[config.mk]
export PLATFORM = sky130hd
export DESIGN_NAME = startup_gate_timer
export DESIGN_NICKNAME = d
export VERILOG_FILES = /design/src/rtl/sdt_pkg.sv /design/src/rtl/sdt_profile_dec.sv /design/src/rtl/sdt_cycle_cnt.sv /design/src/rtl/sdt_tick_cnt.sv /design/src/rtl/startup_gate_timer.sv
export SDC_FILE = /design/constraint.sdc
export NUM_CORES = 1
export LEC_CHECK = 0
export ABC_AREA = 1
export ABC_CLOCK_PERIOD_IN_PS = 2200
export CAP_MARGIN = 20
export CORE_MARGIN = 3
export CORE_UTILIZATION = 55
export CTS_CLUSTER_DIAMETER = 40
export DETAILED_ROUTE_END_ITERATION = 6
export DONT_BUFFER_PORTS = 1
export PLACE_DENSITY_LB_ADDON = 0.1
export SETUP_SLACK_MARGIN = 0.02
export SYNTH_ARGS = -nofsm -noshare
export SYNTH_HDL_FRONTEND = slang
export SYNTH_HIERARCHICAL = 1
export SYNTH_SLANG_ARGS = --single-unit
[constraint.sdc]
create_clock -name clk -period 2.2 [get_ports clk]
set_input_delay 0.44 -clock clk [delete_from_list [all_inputs] [get_ports clk]]
set_output_delay 0.44 -clock clk [all_outputs]
set_load 0.01 [all_outputs]
[src/rtl/sdt_pkg.sv]
package sdt_pkg;

  typedef enum logic [1:0] {
    SDT_ARM  = 2'd0,
    SDT_CYC  = 2'd1,
    SDT_TICK = 2'd2,
    SDT_RUN  = 2'd3
  } sdt_state_e;

  typedef enum logic [1:0] {
    SUT_BOD_ONLY = 2'b00,
    SUT_FAST     = 2'b01,
    SUT_SLOW     = 2'b10,
    SUT_RESERVED = 2'b11
  } sut_code_e;

endpackage

[src/rtl/sdt_profile_dec.sv]
module sdt_profile_dec
  import sdt_pkg::*;
#(
  parameter int WAKE_CYC    = 6,
  parameter int RST_CYC     = 14,
  parameter int SHORT_TICKS = 41,
  parameter int LONG_TICKS  = 650,
  parameter int CW          = 4,
  parameter int TW          = 10
) (
  input  logic          from_rst,
  input  logic [1:0]    sel,
  input  logic          bod_on,
  output logic [CW-1:0] cyc_tgt,
  output logic [TW-1:0] tick_tgt,
  output logic          use_ticks
);

  sut_code_e code;
  assign code = sut_code_e'(sel);

  always_comb begin
    cyc_tgt  = from_rst ? CW'(RST_CYC) : CW'(WAKE_CYC);
    tick_tgt = '0;
    if (from_rst) begin
      case (code)
        SUT_BOD_ONLY: tick_tgt = bod_on ? '0 : TW'(SHORT_TICKS);
        SUT_FAST:     tick_tgt = TW'(SHORT_TICKS);
        default:      tick_tgt = TW'(LONG_TICKS);
      endcase
    end
  end

  assign use_ticks = |tick_tgt;

endmodule

[src/rtl/sdt_cycle_cnt.sv]
module sdt_cycle_cnt #(
  parameter int CW = 4
) (
  input  logic          clk,
  input  logic          rst_n,
  input  logic          clr,
  input  logic          run,
  input  logic [CW-1:0] tgt,
  output logic          last
);

  logic [CW-1:0] cnt_q, cnt_d;

  assign last = run && (cnt_q == tgt - CW'(1));

  always_comb begin
    cnt_d = cnt_q;
    if (clr)       cnt_d = '0;
    else if (last) cnt_d = '0;
    else if (run)  cnt_d = cnt_q + CW'(1);
  end

  always_ff @(posedge clk or negedge rst_n) begin
    if (!rst_n) cnt_q <= '0;
    else        cnt_q <= cnt_d;
  end

  AST_CYC_BELOW_TARGET: assert property (@(posedge clk) disable iff (!rst_n)
    run |-> (cnt_q < tgt));

endmodule

[src/rtl/sdt_tick_cnt.sv]
module sdt_tick_cnt #(
  parameter int TW = 10
) (
  input  logic          clk,
  input  logic          rst_n,
  input  logic          clr,
  input  logic          run,
  input  logic          tick,
  input  logic [TW-1:0] tgt,
  output logic          last
);

  logic [TW-1:0] cnt_q, cnt_d;
  logic          step;

  assign step = run && tick;
  assign last = step && (cnt_q == tgt - TW'(1));

  always_comb begin
    cnt_d = cnt_q;
    if (clr)       cnt_d = '0;
    else if (last) cnt_d = '0;
    else if (step) cnt_d = cnt_q + TW'(1);
  end

  always_ff @(posedge clk or negedge rst_n) begin
    if (!rst_n) cnt_q <= '0;
    else        cnt_q <= cnt_d;
  end

  AST_TICK_HOLD_NO_PULSE: assert property (@(posedge clk) disable iff (!rst_n)
    (!tick && !clr) |=> $stable(cnt_q));

  AST_TICK_IDLE_WHEN_OFF: assert property (@(posedge clk) disable iff (!rst_n)
    (!run && !clr) |=> $stable(cnt_q));

endmodule

[src/rtl/startup_gate_timer.sv]
module startup_gate_timer
  import sdt_pkg::*;
#(
  parameter int WAKE_CYC    = 6,
  parameter int RST_CYC     = 14,
  parameter int SHORT_TICKS = 41,
  parameter int LONG_TICKS  = 650
) (
  input  logic       clk,
  input  logic       rst_n,
  input  logic       rst_evt,
  input  logic       wake_req,
  input  logic [1:0] sut_sel,
  input  logic       bod_en,
  input  logic       ms_tick,
  output logic       clk_en,
  output logic       ready
);

  localparam int CYC_MAX  = (WAKE_CYC > RST_CYC) ? WAKE_CYC : RST_CYC;
  localparam int TICK_MAX = (SHORT_TICKS > LONG_TICKS) ? SHORT_TICKS : LONG_TICKS;
  localparam int CW       = $clog2(CYC_MAX + 1);
  localparam int TW       = $clog2(TICK_MAX + 1);

  sdt_state_e    state_q, state_d;
  logic [CW-1:0] cyc_tgt_q, cyc_tgt_d, cyc_tgt_new;
  logic [TW-1:0] tick_tgt_q, tick_tgt_d, tick_tgt_new;
  logic          ticks_q, ticks_d, ticks_new;
  logic          clk_en_q, clk_en_d;
  logic          ready_q, ready_d;
  logic          from_rst, req, go_run;
  logic          cyc_run, cyc_last, tick_run, tick_last;

  assign from_rst = (state_q == SDT_ARM) || rst_evt;
  assign req      = from_rst || wake_req;
  assign cyc_run  = (state_q == SDT_CYC)  && !req;
  assign tick_run = (state_q == SDT_TICK) && !req;

  sdt_profile_dec #(
    .WAKE_CYC    (WAKE_CYC),
    .RST_CYC     (RST_CYC),
    .SHORT_TICKS (SHORT_TICKS),
    .LONG_TICKS  (LONG_TICKS),
    .CW          (CW),
    .TW          (TW)
  ) u_dec (
    .from_rst  (from_rst),
    .sel       (sut_sel),
    .bod_on    (bod_en),
    .cyc_tgt   (cyc_tgt_new),
    .tick_tgt  (tick_tgt_new),
    .use_ticks (ticks_new)
  );

  sdt_cycle_cnt #(.CW(CW)) u_cyc (
    .clk   (clk),
    .rst_n (rst_n),
    .clr   (req),
    .run   (cyc_run),
    .tgt   (cyc_tgt_q),
    .last  (cyc_last)
  );

  sdt_tick_cnt #(.TW(TW)) u_tick (
    .clk   (clk),
    .rst_n (rst_n),
    .clr   (req),
    .run   (tick_run),
    .tick  (ms_tick),
    .tgt   (tick_tgt_q),
    .last  (tick_last)
  );

  always_comb begin
    state_d    = state_q;
    cyc_tgt_d  = cyc_tgt_q;
    tick_tgt_d = tick_tgt_q;
    ticks_d    = ticks_q;
    go_run     = 1'b0;
    if (req) begin
      state_d    = SDT_CYC;
      cyc_tgt_d  = cyc_tgt_new;
      tick_tgt_d = tick_tgt_new;
      ticks_d    = ticks_new;
    end else begin
      case (state_q)
        SDT_CYC: begin
          if (cyc_last) begin
            state_d = ticks_q ? SDT_TICK : SDT_RUN;
            go_run  = !ticks_q;
          end
        end
        SDT_TICK: begin
          if (tick_last) begin
            state_d = SDT_RUN;
            go_run  = 1'b1;
          end
        end
        default: ;
      endcase
    end
    clk_en_d = req ? 1'b0 : (go_run ? 1'b1 : clk_en_q);
    ready_d  = go_run;
  end

  always_ff @(posedge clk or negedge rst_n) begin
    if (!rst_n) begin
      state_q    <= SDT_ARM;
      cyc_tgt_q  <= '0;
      tick_tgt_q <= '0;
      ticks_q    <= 1'b0;
      clk_en_q   <= 1'b0;
      ready_q    <= 1'b0;
    end else begin
      state_q    <= state_d;
      cyc_tgt_q  <= cyc_tgt_d;
      tick_tgt_q <= tick_tgt_d;
      ticks_q    <= ticks_d;
      clk_en_q   <= clk_en_d;
      ready_q    <= ready_d;
    end
  end

  assign clk_en = clk_en_q;
  assign ready  = ready_q;

  AST_READY_ONE_CYCLE: assert property (@(posedge clk) disable iff (!rst_n)
    ready |=> !ready);

  AST_READY_ON_OPEN: assert property (@(posedge clk) disable iff (!rst_n)
    ready |-> (clk_en && !$past(clk_en)));

  AST_REQUEST_CLOSES: assert property (@(posedge clk) disable iff (!rst_n)
    (rst_evt || wake_req) |=> (!clk_en && !ready));

  AST_OPEN_HOLDS: assert property (@(posedge clk) disable iff (!rst_n)
    (clk_en && !rst_evt && !wake_req) |=> clk_en);

  AST_GATED_WHILE_COUNTING: assert property (@(posedge clk) disable iff (!rst_n)
    (state_q == SDT_CYC || state_q == SDT_TICK) |-> !clk_en);

endmodule

# Word level (Yosys, flattened, before mapping)
# Cells that the tools add are included.
# Widths: inputs -> output; s select.
dict set report word_totals {
  ff_bits 33
  input_bits 8
  output_inout_bits 2
  word_cells 57
}
dict set report op_classes {
  add_sub_neg 4
  eq_ne 7
  muxes 21
  reduce_logical 17
}
# cell n
set op_table {}
lappend op_table {{$mux 10} 4}
lappend op_table {{$pmux 10 s2} 1}
lappend op_table {{$mux 4} 4}
lappend op_table {{$add 10x1->10 const B} 1}
lappend op_table {{$eq 10x10->1} 1}
lappend op_table {{$reduce_or 10->1} 1}
lappend op_table {{$sub 10x1->10 const B} 1}
lappend op_table {{$reduce_bool 3->1} 3}
lappend op_table {{$mux 1} 6}
lappend op_table {{$mux 2} 3}
lappend op_table {{$mux 6} 1}
lappend op_table {{$ne 3x3->1 const B} 2}
lappend op_table {{$logic_and 1x1->1} 5}
lappend op_table {{$add 4x1->4 const B} 1}
lappend op_table {{$eq 2x1->1 const B} 2}
lappend op_table {{$eq 4x4->1} 1}
lappend op_table {{$logic_not 2->1} 2}
lappend op_table {{$pmux 2 s2} 1}
lappend op_table {{$sub 4x1->4 const B} 1}
lappend op_table {{$reduce_and 3->1} 1}
lappend op_table {{$eq 2x2->1 const B} 1}
lappend op_table {{$logic_not 1->1} 2}
lappend op_table {{$logic_or 1x1->1} 2}
lappend op_table {{$pmux 1 s2} 1}
lappend op_table {{$reduce_bool 2->1} 1}

# Logic depth before layout (Yosys ltp)
dict set report logic_depth {
  word_depth 12
  mapped_depth 20
  mapped_depth_nobuf 18
}

# Hierarchy
# The synthesis kept the hierarchy.
# mod instances cells_each area_each_um2 seq_area_each_um2
set modules_own_cells {}
lappend modules_own_cells {sdt_tick_cnt 1 179 1032.2 250.2}
lappend modules_own_cells {startup_gate_timer 1 100 875.8 475.5}
lappend modules_own_cells {sdt_cycle_cnt 1 56 345.3 100.1}
lappend modules_own_cells {sdt_profile_dec 1 23 132.6 0.0}

# Worst setup path before layout
# Ideal clock, no wire load.
dict set report synth_path {
  kind {flip-flop to flip-flop}
  startpoint {register state_q[0]}
  endpoint {register state_q[0]}
  setup_time_ns 0.118
  arrival_time_ns 2.127
  required_ns 2.082
  path_slack_ns -0.045
  path_stages_with_launch 21
  n_path_buf 2
  period_less_slack_ns 2.245
  cell_sequence {dfrtp_1 inv_1 ha_1 nor2_4 nand2_4 buf_4 nor2_1 nand2_1 inv_1 nand3_1 nor2_2 nand2_1 nor2_2 nand3_2 buf_6 inv_1 nand2_1 nand2_1 nand2_1 nor2_1 nor2_1}
}
dict set report synth_between {
  elab_chain_cells 9
  word_cells_on_any_way 17
  cone_classes {eq/ne (4); mux (2); reduce/logical (11)}
}
# item line_no
set synth_lines {}
lappend synth_lines {{start: declaration} startup_gate_timer.sv:25} ;# sdt_state_e state_q, state_d;
lappend synth_lines {{start signal: assignment} startup_gate_timer.sv:115} ;# state_q <= state_d;
lappend synth_lines {{$logic_not 2->1} startup_gate_timer.sv:34} ;# assign from_rst = (state_q == SDT_ARM) || rst_evt;
lappend synth_lines {{$logic_or 1x1->1} startup_gate_timer.sv:34}
lappend synth_lines {{$logic_or 1x1->1} startup_gate_timer.sv:35} ;# assign req = from_rst || wake_req;
lappend synth_lines {{net req} startup_gate_timer.sv:31} ;# logic from_rst, req, go_run;
lappend synth_lines {{$logic_not 1->1} startup_gate_timer.sv:37} ;# assign tick_run = (state_q == SDT_TICK) && !req;
lappend synth_lines {{$logic_and 1x1->1} startup_gate_timer.sv:37}
lappend synth_lines {{net tick_run} startup_gate_timer.sv:32} ;# logic cyc_run, cyc_last, tick_run, tick_last;
lappend synth_lines {{$logic_and 1x1->1} sdt_tick_cnt.sv:16} ;# assign step = run && tick;
lappend synth_lines {{$logic_and 1x1->1} sdt_tick_cnt.sv:17} ;# assign last = step && (cnt_q == tgt - TW'(1));
lappend synth_lines {{net tick_last} startup_gate_timer.sv:32}
lappend synth_lines {{$ne 3x3->1 (no line)} -}
lappend synth_lines {{$reduce_and 3->1 (no line)} -}
# The timed path passes the listed nets, and every way through them passes these cells.
# A chain may end at the register's enable or synchronous reset.

# Worst setup path after layout
dict set report layout_path {
  startpoint {register state_q[0]}
  endpoint {register state_q[0]}
}
dict set report layout_between {
  elab_chain_cells 9
  word_cells_on_any_way 17
  cone_classes {eq/ne (4); mux (2); reduce/logical (11)}
}
# item line_no
set layout_lines {}
lappend layout_lines {{$logic_not 2->1} startup_gate_timer.sv:34}
lappend layout_lines {{$logic_or 1x1->1} startup_gate_timer.sv:34}
lappend layout_lines {{$logic_or 1x1->1} startup_gate_timer.sv:35}
lappend layout_lines {{$logic_not 1->1} startup_gate_timer.sv:37}
lappend layout_lines {{$logic_and 1x1->1 (*)} startup_gate_timer.sv:37}
lappend layout_lines {{net tick_run} startup_gate_timer.sv:32}
lappend layout_lines {{$logic_and 1x1->1 (*)} sdt_tick_cnt.sv:16}
lappend layout_lines {{$logic_and 1x1->1 (*)} sdt_tick_cnt.sv:17}
lappend layout_lines {{net tick_last} startup_gate_timer.sv:32}
lappend layout_lines {{$ne 3x3->1 (no line) (*)} -}
lappend layout_lines {{$reduce_and 3->1 (no line) (*)} -}
# The timed path passes the listed nets; every way through them passes the cells marked *.

==> flow_metrics.py <==
metrics = {
    "routing": {
        "firstDrtPassIters": 4,
        "vias_per_cell": 4.74,
        "antenna_left": 0,
        "num_vias": 1956,
        "post-route-drc-count": 0,
        "routedWlPerCell_um": 11.2,
        "routed_wl_mm": 4.61,
        "drt_iter0_markers": 128,
    },
    "synthesis": {
        "synth_edf_count": 0,
        "synthTopCellsByArea": "dfrtp_1, nand2_1, inv_1",
        "ys_types": 31,
        "synth_area_leader_cell": "dfrtp_1",
        "synth_area_sq_um": 2390,
        "async_flop_share_pct": 100,
        "synthDominantCellAreaShare_pct": 34.6,
        "synth_most_common_cell": "nand2_1",
        "synth-seq-cells": 33,
        "ys_seq_area_share_pct": 34.6,
        "ys.flop_type": "dfrtp_1",
        "synthTopCellsByCount": "nand2_1, inv_1, dfrtp_1, nor2_1, nand3_1",
        "syn_inst": 358,
        "syn_avg_cell_area_sq_um": 6.66,
        "yosysWarnings": 6,
    },
    "timing": {
        "skew_ns": 0.00484,
        "maxSlewViolCount": 0,
        "hold_viol": 0,
        "grt_setup_unrepaired": "false",
        "fmax_ghz": 0.506,
        "finalSetupViolations": 0,
        "layout_min_cycle_time_ns": 1.98,
        "finalCritPeriodShare_pct": 89.9,
        "finalSetupTns_ns": 0,
    },
    "clock_tree": {
        "clock_latency_ns": 0.29,
        "cts_tree": "done",
        "root_buffer": "clkbuf_8",
        "path_clk_slew_ns": 0.07,
        "numCtsBuffers": 5,
        "htreeDepth": 2,
        "cts_max_path_buffers": 2,
        "cts_sinks": 33,
    },
    "finish": {
        "area_growth_pct": 4.82,
        "multi_input_area_sq_um": 1260,
        "final_nets": 377,
        "regArea_sq_um": 826,
        "nFillCells": 386,
        "final_area_sq_um": 2500,
        "drive_gt1_share_pct": 13.2,
        "num_antenna_cells": 0,
    },
    "pwr": {
        "p_leak_uw": 0.00143,
        "finalPower_uw": 1340,
        "power.density_nw_per_um2": 535,
        "vdd_ir_drop_max_mv": 0.314,
    },
    "global_route": {
        "grt_pass1_wl_mm": 8.06,
        "grt_pass1_vias": 1777,
        "grt_overflow": 0,
        "antenna_found_initial": 0,
        "grt_max_degree": 34,
        "track_usage_pct": 20.1,
    },
    "floorplan": {
        "die_area_sq_um": 5160,
        "boundaryPins": 10,
        "fp-row-count": 23,
        "core_area_sq_um": 4090,
        "fp.dieW_um": 71.9,
        "initial_core_util_pct": 58.4,
        "die_y_um": 71.9,
    },
    "worst_setup_path": {
        "crit_type": "reg2reg",
        "worstPathArrival_ns": 2.16,
        "critPathCaptureType": "flip-flop",
        "cp_cell_sequence": "inv_1 -> ha_2 -> nor2_4 -> nand2_4 -> nor2_1 -> nand2_1 -> inv_1 -> nand3_1 -> nor2_2 -> nand2_1 -> nor2_2 -> nand3_2 -> inv_1 -> nand2_2 -> nand2_2 -> nand2_2 -> nor2_1 -> nor2_1",
        "max_stage_delay_ns": 0.35,
        "cp_max_fo": 4,
        "crit_buf_inv": 3,
        "cp-start-kind": "flip-flop",
        "crit_path_top_delay_cell": "dfrtp_1",
        "cp_top_family": "simple AND/OR/NAND/NOR gates",
        "worstPathRequired_ns": 2.38,
    },
    "run": {
        "cap_viol_max_count": 0,
    },
    "worst_hold_path": {
        "hold_class": "in2reg",
    },
    "outcome": {
        "status": "completed",
    },
    "placement": {
        "port_buffers": 0,
        "place_congestion": 0.866,
        "hpwl_mm": 3.38,
        "place_area_sq_um": 2360,
    },
}
-- path summary, 6_finish.rpt --
path / depth (start not counted) / slack, ns / from / to
max: 18 / 0.22 / state_q[0]$_DFFE_PN0P_ / state_q[0]$_DFFE_PN0P_
min: 4 / 0.42 / sut_sel[1] / tick_tgt_q[3]$_DFFE_PN0P_
max reg2reg: 18 / 0.22 / state_q[0]$_DFFE_PN0P_ / state_q[0]$_DFFE_PN0P_
min reg2reg: 2 / 0.49 / tick_tgt_q[1]$_DFFE_PN0P_ / tick_tgt_q[1]$_DFFE_PN0P_
max in group asynchronous: 2 / 1.42 / rst_n / u_tick/cnt_q[9]$_DFFE_PN0P_
min in group asynchronous: 2 / 0.61 / rst_n / u_tick/cnt_q[3]$_DFFE_PN0P_
-- worst reg2reg max path: stages (launching register included) --
cell	delay [ns]
dfrtp_1	0.35
inv_1	0.07
ha_2	0.20
nor2_4	0.13
nand2_4	0.06
nor2_1	0.08
nand2_1	0.06
inv_1	0.06
nand3_1	0.10
nor2_2	0.11
nand2_1	0.06
nor2_2	0.11
nand3_2	0.08
inv_1	0.07
nand2_2	0.06
nand2_2	0.07
nand2_2	0.06
nor2_1	0.08
nor2_1	0.05
-- per-layer routing --
metal  up-vias  wire length, um  global-route usage, %
met2        19             2140                   31.8
li1       1071                -                      -
met5         -                0                      0
met3         8              164                   4.49
met4         0               74                   7.93
met1       858             2230                   26.7
-- placed cells by master, fill, tap and decap left out, types with 2 or more instances in the layout --
cell and count:
nand2_1 146, inv_1 42, dfrtp_1 33, nor2_1 31, nand3_1 23, nand2_2 11, xor2_1 8, buf_4 7
conb_1 7, ha_1 6, nor2_2 6, inv_2 5, clkbuf_8 5, a21oi_1 4, nor3_1 4, nand3_2 3
nor2_4 2, o21ai_1 2, clkinv_2 2, xnor2_1 2, nand4_1 2
-- final cells by class --
class                      count  area share [%]
inverter                      48            7.40
tap                           50            2.50
sequential                    33            33.0
timing repair buffer           9            3.30
multi-input combinational    265            50.5
clock buffer                   6            2.90
clock inverter                 2           0.400
-- cell families after synthesis --
kind of cell / Yosys count / synth area share [%]
adder cells (fa/ha/maj): 7 / 3.67
flip-flops: 33 / 34.6
AND/OR/NAND/NOR: 232 / 41.8
buffers and inverters: 65 / 13.7
other: 2 / 0.315
XOR/XNOR: 10 / 3.67
AO/OA/AOI/OAI: 9 / 2.20
-- state kept, by name, indices dropped and copies added, names as in the netlist --
register and flops:
tick_tgt_q 10, clk_en 1, state_q 2, u_tick/cnt_q 10, ticks_q 1, u_cyc/cnt_q 4
ready 1, cyc_tgt_q 4
-- timing repair --
action | CTS | global route
setup endpoints to repair | 0 | 2
endpoints found under the hold margin | 33 | 0
setup buffers | 0 | 3
resized for setup | 0 | 4
hold buffers | 2 | 0
-- per-stage QoR --
| step | instances | worst slack, ns | utilization [%] | hold slack [ns] |
|---|---|---|---|---|
| final | 413 | 0.222 | 61.2 | 0.422 |
| after detailed placement | 400 | 0.167 | 57.7 | 0.146 |
| after CTS | 410 | 0.148 | 60.5 | 0.412 |
| after floorplan | 363 | 0.0452 | - | 0.144 |
| after global routing | 413 | 0.0124 | 61.2 | 0.461 |
| after global placement | 400 | 0.250 | 57.7 | 0.145 |
-- power by group --
part | switching [uW] | leakage [uW] | internal (uW)
combinational | 141 | 0.000954 | 79.3
clock | 231 | 0.0000450 | 219
sequential | 32.7 | 0.000431 | 633
Power figures use the tool's default switching activity.
